## config.mk

```make
export PLATFORM = sky130hd
export DESIGN_NAME = desc_ring_cache
export DESIGN_NICKNAME = d
export VERILOG_FILES = /design/src/rtl/desc_ring_pkg.sv /design/src/rtl/desc_fetch_plan.sv /design/src/rtl/desc_wb_plan.sv /design/src/rtl/desc_ring_cache.sv
export SDC_FILE = /design/constraint.sdc
export NUM_CORES = 1
export LEC_CHECK = 0
export BUFFER_PORTS_ARGS = -buffer_cell sky130_fd_sc_hd__buf_2
export CAP_MARGIN = 25
export CORE_MARGIN = 10
export CORE_UTILIZATION = 51
export DETAILED_ROUTE_END_ITERATION = 8
export HOLD_SLACK_MARGIN = 0.12
export PLACE_DENSITY = 0.73
export SLEW_MARGIN = 20
export SYNTH_ARGS = -nofsm -noshare
export SYNTH_HDL_FRONTEND = slang
export SYNTH_SLANG_ARGS = --single-unit
```

## constraint.sdc

```tcl
create_clock -name clk -period 14.15 [get_ports clk]
set_input_delay 2.83 -clock clk [delete_from_list [all_inputs] [get_ports clk]]
set_output_delay 2.83 -clock clk [all_outputs]
set_load 0.01 [all_outputs]
```

## src/rtl/desc_ring_pkg.sv

```systemverilog
package desc_ring_pkg;
    // log2 of the descriptor size in bytes (16-byte descriptors)
    localparam int unsigned DESC_LOG2 = 4;
endpackage

```

## src/rtl/desc_fetch_plan.sv

```systemverilog
// Sizes the next prefetch burst: stops at the tail or the ring end,
// whichever comes first, and never exceeds the free cache slots.
module desc_fetch_plan #(
    parameter int unsigned IDX_W = 12,
    parameter int unsigned DEPTH = 16,
    parameter int unsigned CNT_W = $clog2(DEPTH + 1)
) (
    input  logic [IDX_W-1:0] ring_len,
    input  logic [IDX_W-1:0] fptr,
    input  logic [IDX_W-1:0] tail,
    input  logic [CNT_W-1:0] used_n,
    input  logic [CNT_W-1:0] unused_n,
    output logic [CNT_W-1:0] count
);
    localparam int unsigned EW = IDX_W + CNT_W;

    logic [IDX_W-1:0] span;
    logic [CNT_W-1:0] free_n;

    always_comb begin
        if (tail >= fptr) span = tail - fptr;
        else              span = ring_len - fptr;
        free_n = CNT_W'(DEPTH) - used_n - unused_n;
        if (EW'(span) < EW'(free_n)) count = CNT_W'(span);
        else                         count = free_n;
    end
endmodule

```

## src/rtl/desc_wb_plan.sv

```systemverilog
// Sizes the next writeback burst: clipped at the ring end (with a
// remainder flag), otherwise rounded down by the alignment mask.
module desc_wb_plan #(
    parameter int unsigned IDX_W = 12,
    parameter int unsigned CNT_W = 5
) (
    input  logic [IDX_W-1:0] ring_len,
    input  logic [IDX_W-1:0] head,
    input  logic [CNT_W-1:0] used_n,
    input  logic [CNT_W-1:0] mask,
    output logic [CNT_W-1:0] count,
    output logic             more
);
    localparam int unsigned EW = IDX_W + CNT_W + 1;

    logic [EW-1:0]    reach;
    logic [IDX_W-1:0] to_end;

    always_comb begin
        reach  = EW'(head) + EW'(used_n);
        to_end = ring_len - head;
        if (reach >= EW'(ring_len)) begin
            count = CNT_W'(to_end);
            more  = 1'b1;
        end else begin
            count = used_n & ~mask;
            more  = 1'b0;
        end
    end
endmodule

```

## src/rtl/desc_ring_cache.sv

```systemverilog
module desc_ring_cache
    import desc_ring_pkg::*;
#(
    parameter int unsigned ADDR_W = 32,
    parameter int unsigned IDX_W  = 12,
    parameter int unsigned DEPTH  = 16,
    parameter bit          IS_TX  = 1'b1,
    localparam int unsigned CNT_W = $clog2(DEPTH + 1),
    localparam int unsigned LEN_W = IDX_W + DESC_LOG2
) (
    input  logic              clk,
    input  logic              rst_n,
    input  logic              cfg_wr,
    input  logic [ADDR_W-1:0] cfg_base,
    input  logic [LEN_W-1:0]  cfg_len_bytes,
    input  logic [IDX_W-1:0]  cfg_head,
    input  logic [IDX_W-1:0]  sw_tail,
    output logic              cfg_err,
    output logic [IDX_W-1:0]  head_idx,
    output logic              rd_req,
    output logic [ADDR_W-1:0] rd_addr,
    output logic [CNT_W-1:0]  rd_count,
    input  logic              rd_done,
    output logic              wr_req,
    output logic [ADDR_W-1:0] wr_addr,
    output logic [CNT_W-1:0]  wr_count,
    input  logic              wr_done,
    output logic              cons_avail,
    input  logic              cons_take,
    input  logic              wb_req,
    input  logic [CNT_W-1:0]  wb_mask,
    input  logic              force_wb,
    output logic              irq_wb,
    output logic              idle
);
    typedef struct packed {
        logic [ADDR_W-1:0] base;
        logic [IDX_W-1:0]  len;
        logic [IDX_W-1:0]  head;
        logic [IDX_W-1:0]  fptr;
        logic [CNT_W-1:0]  used_n;
        logic [CNT_W-1:0]  unused_n;
        logic [CNT_W-1:0]  rd_n;
        logic [CNT_W-1:0]  wr_n;
        logic [CNT_W-1:0]  mask;
        logic              more;
        logic              retry;
        logic              err;
        logic              irq;
    } state_t;

    state_t s_q, s_d;

    logic [CNT_W-1:0] fetch_cnt;
    logic [CNT_W-1:0] wb_cnt;
    logic             wb_more;
    logic [CNT_W-1:0] wb_sel_mask;

    // internal views for the bound checker
    logic [IDX_W-1:0] ring_len_q;
    logic [IDX_W-1:0] fetch_ptr_q;
    logic [CNT_W-1:0] used_q;
    logic [CNT_W-1:0] unused_q;
    assign ring_len_q  = s_q.len;
    assign fetch_ptr_q = s_q.fptr;
    assign used_q      = s_q.used_n;
    assign unused_q    = s_q.unused_n;

    desc_fetch_plan #(.IDX_W(IDX_W), .DEPTH(DEPTH), .CNT_W(CNT_W)) u_fetch (
        .ring_len (s_q.len),
        .fptr     (s_q.fptr),
        .tail     (sw_tail),
        .used_n   (s_q.used_n),
        .unused_n (s_q.unused_n),
        .count    (fetch_cnt)
    );

    // follow-up writebacks reuse the stored mask; timer writebacks use none
    always_comb begin
        if (s_q.retry)   wb_sel_mask = s_q.mask;
        else if (force_wb) wb_sel_mask = '0;
        else             wb_sel_mask = wb_mask;
    end

    desc_wb_plan #(.IDX_W(IDX_W), .CNT_W(CNT_W)) u_wb (
        .ring_len (s_q.len),
        .head     (s_q.head),
        .used_n   (s_q.used_n),
        .mask     (wb_sel_mask),
        .count    (wb_cnt),
        .more     (wb_more)
    );

    logic             busy;
    logic             take_ok;
    logic             rd_fin;
    logic             wr_fin;
    logic [IDX_W:0]   fsum;
    logic [IDX_W:0]   hsum;
    logic [CNT_W-1:0] add_n;
    logic [CNT_W-1:0] rel_n;

    always_comb begin
        s_d     = s_q;
        s_d.err = 1'b0;
        s_d.irq = 1'b0;

        busy    = (s_q.used_n != '0) || (s_q.rd_n != '0) ||
                  (s_q.wr_n != '0) || s_q.retry;
        take_ok = cons_take && (s_q.unused_n != '0);
        rd_fin  = rd_done && (s_q.rd_n != '0);
        wr_fin  = wr_done && (s_q.wr_n != '0);
        fsum    = (IDX_W+1)'(s_q.fptr) + (IDX_W+1)'(s_q.rd_n);
        hsum    = (IDX_W+1)'(s_q.head) + (IDX_W+1)'(s_q.wr_n);
        add_n   = rd_fin ? s_q.rd_n : '0;
        rel_n   = wr_fin ? s_q.wr_n : '0;

        if (cfg_wr) begin
            if (busy) begin
                s_d.err = 1'b1;
            end else begin
                s_d.base     = cfg_base;
                s_d.len      = IDX_W'(cfg_len_bytes >> DESC_LOG2);
                s_d.head     = cfg_head;
                s_d.fptr     = '0;
                s_d.used_n   = '0;
                s_d.unused_n = '0;
                s_d.more     = 1'b0;
                s_d.retry    = 1'b0;
            end
        end else begin
            // prefetch side
            if (rd_fin) begin
                if (fsum == (IDX_W+1)'(s_q.len)) s_d.fptr = '0;
                else                             s_d.fptr = IDX_W'(fsum);
                s_d.rd_n = '0;
            end else if (s_q.rd_n == '0 && s_q.len != '0 && fetch_cnt != '0) begin
                s_d.rd_n = fetch_cnt;
            end

            // cache occupancy
            s_d.unused_n = s_q.unused_n + add_n - (take_ok ? CNT_W'(1) : '0);
            s_d.used_n   = s_q.used_n - rel_n + (take_ok ? CNT_W'(1) : '0);

            // writeback side
            if (wr_fin) begin
                if (hsum >= (IDX_W+1)'(s_q.len))
                    s_d.head = IDX_W'(hsum - (IDX_W+1)'(s_q.len));
                else
                    s_d.head = IDX_W'(hsum);
                s_d.wr_n  = '0;
                s_d.irq   = IS_TX;
                s_d.retry = s_q.more;
                s_d.more  = 1'b0;
            end else if (s_q.wr_n == '0 && (s_q.retry || wb_req || force_wb)) begin
                s_d.retry = 1'b0;
                s_d.mask  = wb_sel_mask;
                if (wb_cnt != '0) begin
                    s_d.wr_n = wb_cnt;
                    s_d.more = wb_more;
                end
            end
        end
    end

    always_ff @(posedge clk) begin
        if (!rst_n) s_q <= '0;
        else        s_q <= s_d;
    end

    assign cfg_err    = s_q.err;
    assign head_idx   = s_q.head;
    assign rd_req     = (s_q.rd_n != '0);
    assign rd_addr    = s_q.base + (ADDR_W'(s_q.fptr) << DESC_LOG2);
    assign rd_count   = s_q.rd_n;
    assign wr_req     = (s_q.wr_n != '0);
    assign wr_addr    = s_q.base + (ADDR_W'(s_q.head) << DESC_LOG2);
    assign wr_count   = s_q.wr_n;
    assign cons_avail = (s_q.unused_n != '0);
    assign irq_wb     = s_q.irq;
    assign idle       = (s_q.rd_n == '0) && (s_q.wr_n == '0) && !s_q.retry;
endmodule

```

==> metrics.md, run 1 <==
| Metric | Value |
|---|---|
| Status | finished, final reports clean |
| Yosys Warn Count | 0 |
| Global placer's final weighted congestion | roughly 0.92 |
| Worst vdd ir | around 0.18 mV |
| Inst Count DP | ~1800 |
| Number of filler cells placed in the layout | approximately 2000 |
| Remaining DRCs | 0 |
| HP Start | s_q[67] |
| Die area | ~28000 µm² |
| Predominant post-synthesis flop cell | dfxtp_1 |
| CTS clk-pin slew, worst paths | about 70 ps |
| Uppermost layer routed | met4 |
| Crit end category | flip-flop |
| Synthesized area | around 11000 µm² |
| Post-synth EDFFs | 0 |
| Crit Path Class | input pin to flip-flop |
| Worst-Skew Late Latency | between 300 and 400 ps |
| Die W | 167 µm |
| Fmax | approximately 0.14 GHz |
| Num CTS Buffers | 9 |
| Leading cell type in the layout, fill and taps excluded | nand2_1 |
| Placed cell areas | 11700 µm² |
| CP peak stage delay | 670 ps |
| Post-synth cell types | 76 |
| Antenna violations before repair | 0 |
| RSZ-0062 raised after global routing | false |
| Worst-margin pin slew | between 1000 and 1500 ps |
| Initial DRC Count | 882 |
| Routed Antenna Nets | 0 |
| Final-report max-slew violation count | 0 |
| Root buffer selected by CTS | clkbuf_16 |
| Ant diodes | 0 |
| Worst setup SP type | input pin |
| Final wirelength | 33.5 mm |
| Crit path cell chain | buf_2 > inv_1 > ha_1 > fa_1 > nand2b_1 > a21oi_1 > o21ai_0 > a21o_1 > a21oi_1 > mux2i_1 > inv_1 > ha_1 > inv_1 > o221ai_1 > a2111oi_0 > and4_1 > nand3_1 > or4_1 > a21bo_1 > a32o_1 |
| Post-route clock period utilization | 50.5% |
| HP Class | flip-flop to flip-flop |
| Fin cells | about 1800 |
| Avg Cell Area, Syn | between 7 and 8 µm² |
| Synthesized Nets | 1685 |
| CTS sink cnt | slightly below 100 |
| First-pass GRT wire length | around 54 mm |
| Worst Clk Skew | approximately 14 ps |
| M1 wire length | about 16 mm |
| GRT Residual Overflow | 0 |
| Met3 routed WL | approximately 2.1 mm |
| # hold bufs at CTS | 0 |
| Post-Syn Instances | 1471 |
| CTS tree | yes |
| Register area | 1940 µm² |
| Final core occ | approximately 57% |
| I/O Pins | 177 |
| CP dominant cell by count | inv_1 |
| Critical path launch point | sw_tail[0] |
| WP data required | about 14000 ps |
| Initial Utilization | 52.0% |
| Post_cts resized | 0 |
| CTS Buffer Depth | 2 |
| Final hold viol count | 0 |
| Layout cells sized above 1 | between 10% and 20% |
| Vias per Instance | 5.96 |
| Area delta synth->final | 9.50% |
| Final min period | 7150 ps |
| CP arrival | about 7400 ps |
| Setup WS pre-CTS | ~6600 ps |
| Setup ws final | 7000 ps |
| Vias | 11000 |
| Sequential area share after synthesis | about 18% |
| Vias in the first global route | 10300 |
| HPWL Detailed | ~26 mm |
| Power Density | between 200 and 300 nW/µm² |
| Total GRT Usage | between 20% and 30% |
| Commonest non-fill, non-tap cells in the layout | nand2_1, buf_2, ha_1 |
| Final setup violation count | 0 |
| Synth async-reset ratio | 0% |
| FP Rows | 53 |
| Chip height | around 170 µm |
| WL/cell | ~18 µm |
| Relative slew slack | around 33% |
| Met2 routed WL | 15.1 mm |
| R2r startpoint | fetch_ptr_q[0] |
| Total iterations of the first detailed-routing run | 5 |
| Area of the multi-input gates | around 8200 µm² |
| Port bufs | about 170 |
| Final Instance Area | between 10000 and 15000 µm² |
| NumNets Final | about 1800 |
| Maximum fanout along the worst path | 8 |
| Crit-path slowest cell | or4_1 |
| Max-cap violations | 0 |
| Pin count of the biggest net entering global routing | around 90 |
| Fin Setup TNS | 0 ps |
| Number of synthesized register bits | 97 |
| P_leak | approximately 5.4 nW |
| H-tree depth | 3 |
| Core area | 21100 µm² |
| Setup Buffers After CTS | 0 |
cells by family (layout without fill, tap and decap cells):
logic type / after synthesis / after routing / share of synthesized area (%)
compound gates: 354 / 354 / 22.1
xor+xnor: 94 / 94 / 7.71
fa+ha+maj: 129 / 129 / 15.6
mux: 30 / 30 / 2.80
simple gates: 573 / 573 / 26.5
flops: 97 / 97 / 17.7
buf+inv: 194 / 288 / 7.71
where the power goes:
| part | internal [W] | switching (W) |
|---|---|---|
| registers | 0.000360 | 0.000172 |
| clock network | 0.000122 | 0.000124 |
| logic | 0.00102 | 0.00133 |
per-stage QoR:
step	hold WS (ps)	power (W)
finish	478	0.00313
global route	505	0.00343
CTS	481	0.00312
detailed placement	472	0.00286
global placement	462	0.00282
floorplan	452	0.00227
worst paths after layout:
path                  to  cells past startpoint  slack, ps
min              s_q[67]                      2        480
max reg2reg  rd_count[4]                     18       9150
max          rd_count[4]                     20       7000
min reg2reg      s_q[67]                      2        480
flip-flops by register name, summed over array words and instances, names as in the netlist:
register / count
cfg_err: 1
fetch_ptr_q: 12
head_idx: 12
irq_wb: 1
rd_count: 5
ring_len_q: 12
s_q: 39
unused_q: 5
used_q: 5
wr_count: 5
layer usage:
metal	up-vias	track usage, %
li1	5425	-
met3	44	4.80
met2	344	36.9
met1	5155	30.4
met4	0	6.68
met5	-	0
critical path: cells and delay by family:
kind / cells / cell delay [ps]
AND/OR/NAND/NOR: 4 / 1140
buffers and inverters: 4 / 240
adder cells (fa/ha/maj): 3 / 800
multiplexers: 1 / 310
AO/OA/AOI/OAI: 8 / 2080
final cells by class:
class | instances | area share, %
Clock buffer | 10 | 1.91
Multi-Input combinational cell | 1180 | 68.2
Tap cell | 275 | 2.87
Clock inverter | 6 | 0.417
Inverter | 95 | 2.97
Timing Repair Buffer | 177 | 7.49
Sequential cell | 97 | 16.2
synth_stat cells (all sizes together), types with 6 or more instances:
cell type  instances  area, µm²
nand2            202        758
ha               117       1460
dfxtp             97       1940
inv               95        357
a21oi             89        445
nor2              74        278
clkbuf            63        236
xnor2             62        543
a21boi            57        428
nand3             52        260
nor3              50        250
o21ai             44        220
buf               36        251
a21o              34        255
xor2              31        279
mux2i             25        250
nor2b             25        156
nand2b            21        131
and3              20        125
nor4              19        119
o211ai            19        143
nand4             18        113
nand4b            15        131
nor3b             15        113
a31oi             14       87.6
and2              12       75.1
fa                12        240
nand3b            12       90.1
o21a              12       90.1
and4               9       78.8
a2111oi            8       70.1
o21bai             8       60.1
or3                8       50.1
a211oi             7       52.6
o311ai             7       68.8
or2                7       43.8
and4b              6       60.1
Power figures use the tool's default switching activity.
==> run 2, diff against run 1 <==
--- a/config.mk
+++ b/config.mk
@@ -5,13 +5,14 @@
 export SDC_FILE = /design/constraint.sdc
 export NUM_CORES = 1
 export LEC_CHECK = 0
+export ABC_AREA = 1
 export BUFFER_PORTS_ARGS = -buffer_cell sky130_fd_sc_hd__buf_2
 export CAP_MARGIN = 25
 export CORE_MARGIN = 10
 export CORE_UTILIZATION = 51
 export DETAILED_ROUTE_END_ITERATION = 8
 export HOLD_SLACK_MARGIN = 0.12
-export PLACE_DENSITY = 0.73
+export PLACE_DENSITY = 0.77
 export SLEW_MARGIN = 20
 export SYNTH_ARGS = -nofsm -noshare
 export SYNTH_HDL_FRONTEND = slang
==> constraint.sdc (replaced) <==
create_clock -name clk -period 6 [get_ports clk]
set_input_delay 1.2 -clock clk [delete_from_list [all_inputs] [get_ports clk]]
set_output_delay 1.2 -clock clk [all_outputs]
set_load 0.01 [all_outputs]
==> run 2 against run 1 <==
  * Synthesized cell count is 3.1% higher
  * Routed wire length is 11% lower
  * Global-route usage down 0.51 points
  * Sequential share of layout area increased by 1.0 points
  * Combinational power is 100% higher
  * Non-clock buffer count is 2 higher
  * Sequential power rose by 120%
  * Die area down 7.1%
  * Clock power rose to 2.7 times the previous value
  * Critical endpoint is now rd_addr[30]
==> metrics.md, run 2 <==
| Metric | Value |
|---|---|
| Commonest non-fill, non-tap cells in the layout | nand2_1, inv_1, buf_2 |
| Sequential area share after synthesis | 19.3% |
| Chip height | between 150 and 200 µm |
| I/O Pins | roughly 180 |
| Worst vdd ir | 0.458 mV |
| Vias per Instance | between 5 and 6 |
| Initial Utilization | between 50% and 60% |
| Inst Count DP | 1900 |
| Final setup violation count | 0 |
| Antenna violations before repair | 1 |
| Yosys Warn Count | 0 |
| Relative slew slack | about 50% |
| Predominant post-synthesis flop cell | dfxtp_1 |
| # hold bufs at CTS | 0 |
| Area of the multi-input gates | between 6000 and 7000 µm² |
| Cell with the most instances after synthesis | nand2_1 |
| Maximum fanout along the worst path | 6 |
| Post-Syn Instances | ~1500 |
| Worst setup SP type | flip-flop |
| Port bufs | roughly 170 |
| Fin cells | around 1900 |
| Num CTS Buffers | 9 |
| RSZ-0062 raised after global routing | false |
| Most flop-heavy register | s_q |
| Synthesized Nets | between 1500 and 2000 |
| P_leak | 5.89 nW |
| HPWL Detailed | approximately 24 mm |
| CP arrival | between 3000 and 4000 ps |
| Post-synth top area share | a little under 20% |
| Area delta synth->final | 12.1% |
| Post-synth top area cell | dfxtp_1 |
| Top cells by area, synth | dfxtp_1, ha_1, nand2_1, xor2_1, inv_1 |
| Synth async-reset ratio | 0% |
| Final-report max-slew violation count | 0 |
| Die W | around 160 µm |
| Vias in the first global route | around 10000 |
| Fmax | slightly above 0.2 GHz |
| Core area | 19500 µm² |
| Max reg flops | 39 |
| Vias | roughly 10000 |
| Fin Setup TNS | 0 ps |
| Leading cell type in the layout, fill and taps excluded | nand2_1 |
| Global placer's final weighted congestion | slightly above 0.9 |
| Register area | about 1900 µm² |
| Pin count of the biggest net entering global routing | 53 |
| Power Density | between 500 and 600 nW/µm² |
| Layout cells sized above 1 | roughly 14% |
| Final wirelength | slightly below 30 mm |
| CTS tree | yes |
| Status | finished, final reports clean |
| Post-route clock period utilization | between 80% and 90% |
| First-pass GRT wire length | between 40 and 50 mm |
| Number of synthesized register bits | a little under 100 |
| Post-synth cell types | ~50 |
| Crit Path Class | flip-flop to output pin |
| HP Class | flip-flop to flip-flop |
| Post_cts resized | 0 |
| Post-synth EDFFs | 0 |
| Total iterations of the first detailed-routing run | 6 |
| Final min period | just under 5000 ps |
| Max-cap violations | 0 |
| H-tree depth | 3 |
| Worst Clk Skew | roughly 9.0 ps |
| CTS Buffer Depth | 2 |
| WL/cell | around 16 µm |
| Final hold viol count | 0 |
| Total GRT Usage | 22.5% |
| FP Rows | 51 |
| NumNets Final | 1860 |
| Routed Antenna Nets | 0 |
| CTS sink cnt | between 90 and 100 |
| Setup Buffers After CTS | 0 |
| Worst-margin pin slew | between 700 and 800 ps |
| Number of filler cells placed in the layout | 1863 |
| Root buffer selected by CTS | clkbuf_16 |
| CTS clk-pin slew, worst paths | ~70 ps |
| Avg Cell Area, Syn | around 6.6 µm² |
| Crit end category | output pin |
| Worst-Skew Late Latency | ~360 ps |
| Initial DRC Count | 880 |
| Top cells by count, synth | nand2_1, inv_1, nor2_1, a21oi_1, ha_1 |
| WP data required | between 4000 and 5000 ps |
| Synthesized area | between 10000 and 15000 µm² |
| Remaining DRCs | 0 |
| GRT Residual Overflow | 0 |
| Die area | 25800 µm² |
-- run 2: cell types whose count changed after synthesis, sizes merged, moves of 57 or more --
cell / previous run / this run
a21boi: 57 / 0
nor2: 74 / 142
xor2: 31 / 99
inv: 95 / 213
nand2: 202 / 332
-- run 2: worst max-delay path, cell delays in order, from the launching register on --
cell      delay (ps)
dfxtp_1          510
inv_1            220
fa_1             470
nor2_1           140
a211oi_1          80
o21ai_0          320
nand3_1          120
nand2_1          120
nand3_1           80
nand2_1          100
nand3_1          100
a21oi_1          320
nand4_1          240
nor2_1           180
xor2_1           140
buf_2            150
-- run 2: final cells by class --
cell class	count	share of cell area, %
inverters	214	7.11
flip-flops and latches	97	17.2
clock buffers	11	2.24
multi-input cells	1145	61.7
well taps	265	2.93
diodes	1	0.0222
repair buffers	179	8.09
clock inverters	5	0.687
-- run 2: routing by layer --
metal  wire [µm]  up-vias  GRT usage, %
met5           0        -             0
met4         779        0          6.97
met3        1590       57          3.25
met2       14600      333          40.5
met1       12700     4741          26.9
li1            -     5188             -
-- run 2: kinds of logic (layout without fill, tap and decap cells) --
family                   after synthesis  count (layout)  synth area share, %
AND/OR/NAND/NOR                      632             632                 27.2
buffers and inverters                275             409                 11.5
AO/OA/AOI/OAI                        264             264                 14.7
adder cells (fa/ha/maj)              129             129                 16.9
XOR/XNOR                             120             120                 10.4
flip-flops                            97              97                 19.3
other                                  0               1                    0
-- run 2: worst paths after layout --
kind | from | endpoint | slack [ps] | cells after the start
worst max-delay path | fetch_ptr_q[1] | rd_addr[30] | 1160 | 15
worst min register to register | s_q[5] | s_q[5] | 450 | 2
worst min-delay path | s_q[5] | s_q[5] | 450 | 2
worst max register to register | head_idx[0] | head_idx[6] | 1630 | 21
-- run 2: per-stage QoR --
step | util [%] | cell area, µm² | power, W | hold WS [ps] | setup slack, ps
2_1_floorplan | - | 10100 | 0.00469 | 425 | 2050
3_3_place_gp | 56.3 | 11000 | 0.00573 | 438 | 1620
3_5_place_dp | 56.3 | 11000 | 0.00585 | 446 | 1560
4_1_cts | 58.0 | 11300 | 0.00654 | 455 | 1140
5_1_grt | 58.0 | 11300 | 0.00726 | 471 | 791
6_report | 58.0 | 11300 | 0.00657 | 452 | 1160
-- run 2: where the power goes --
part | leakage [nW] | internal (W) | switching, W | total (W)
clock network | 0.162 | 0.000387 | 0.000265 | 0.000652
registers | 0.795 | 0.000855 | 0.000298 | 0.00115
logic | 4.93 | 0.00171 | 0.00306 | 0.00477
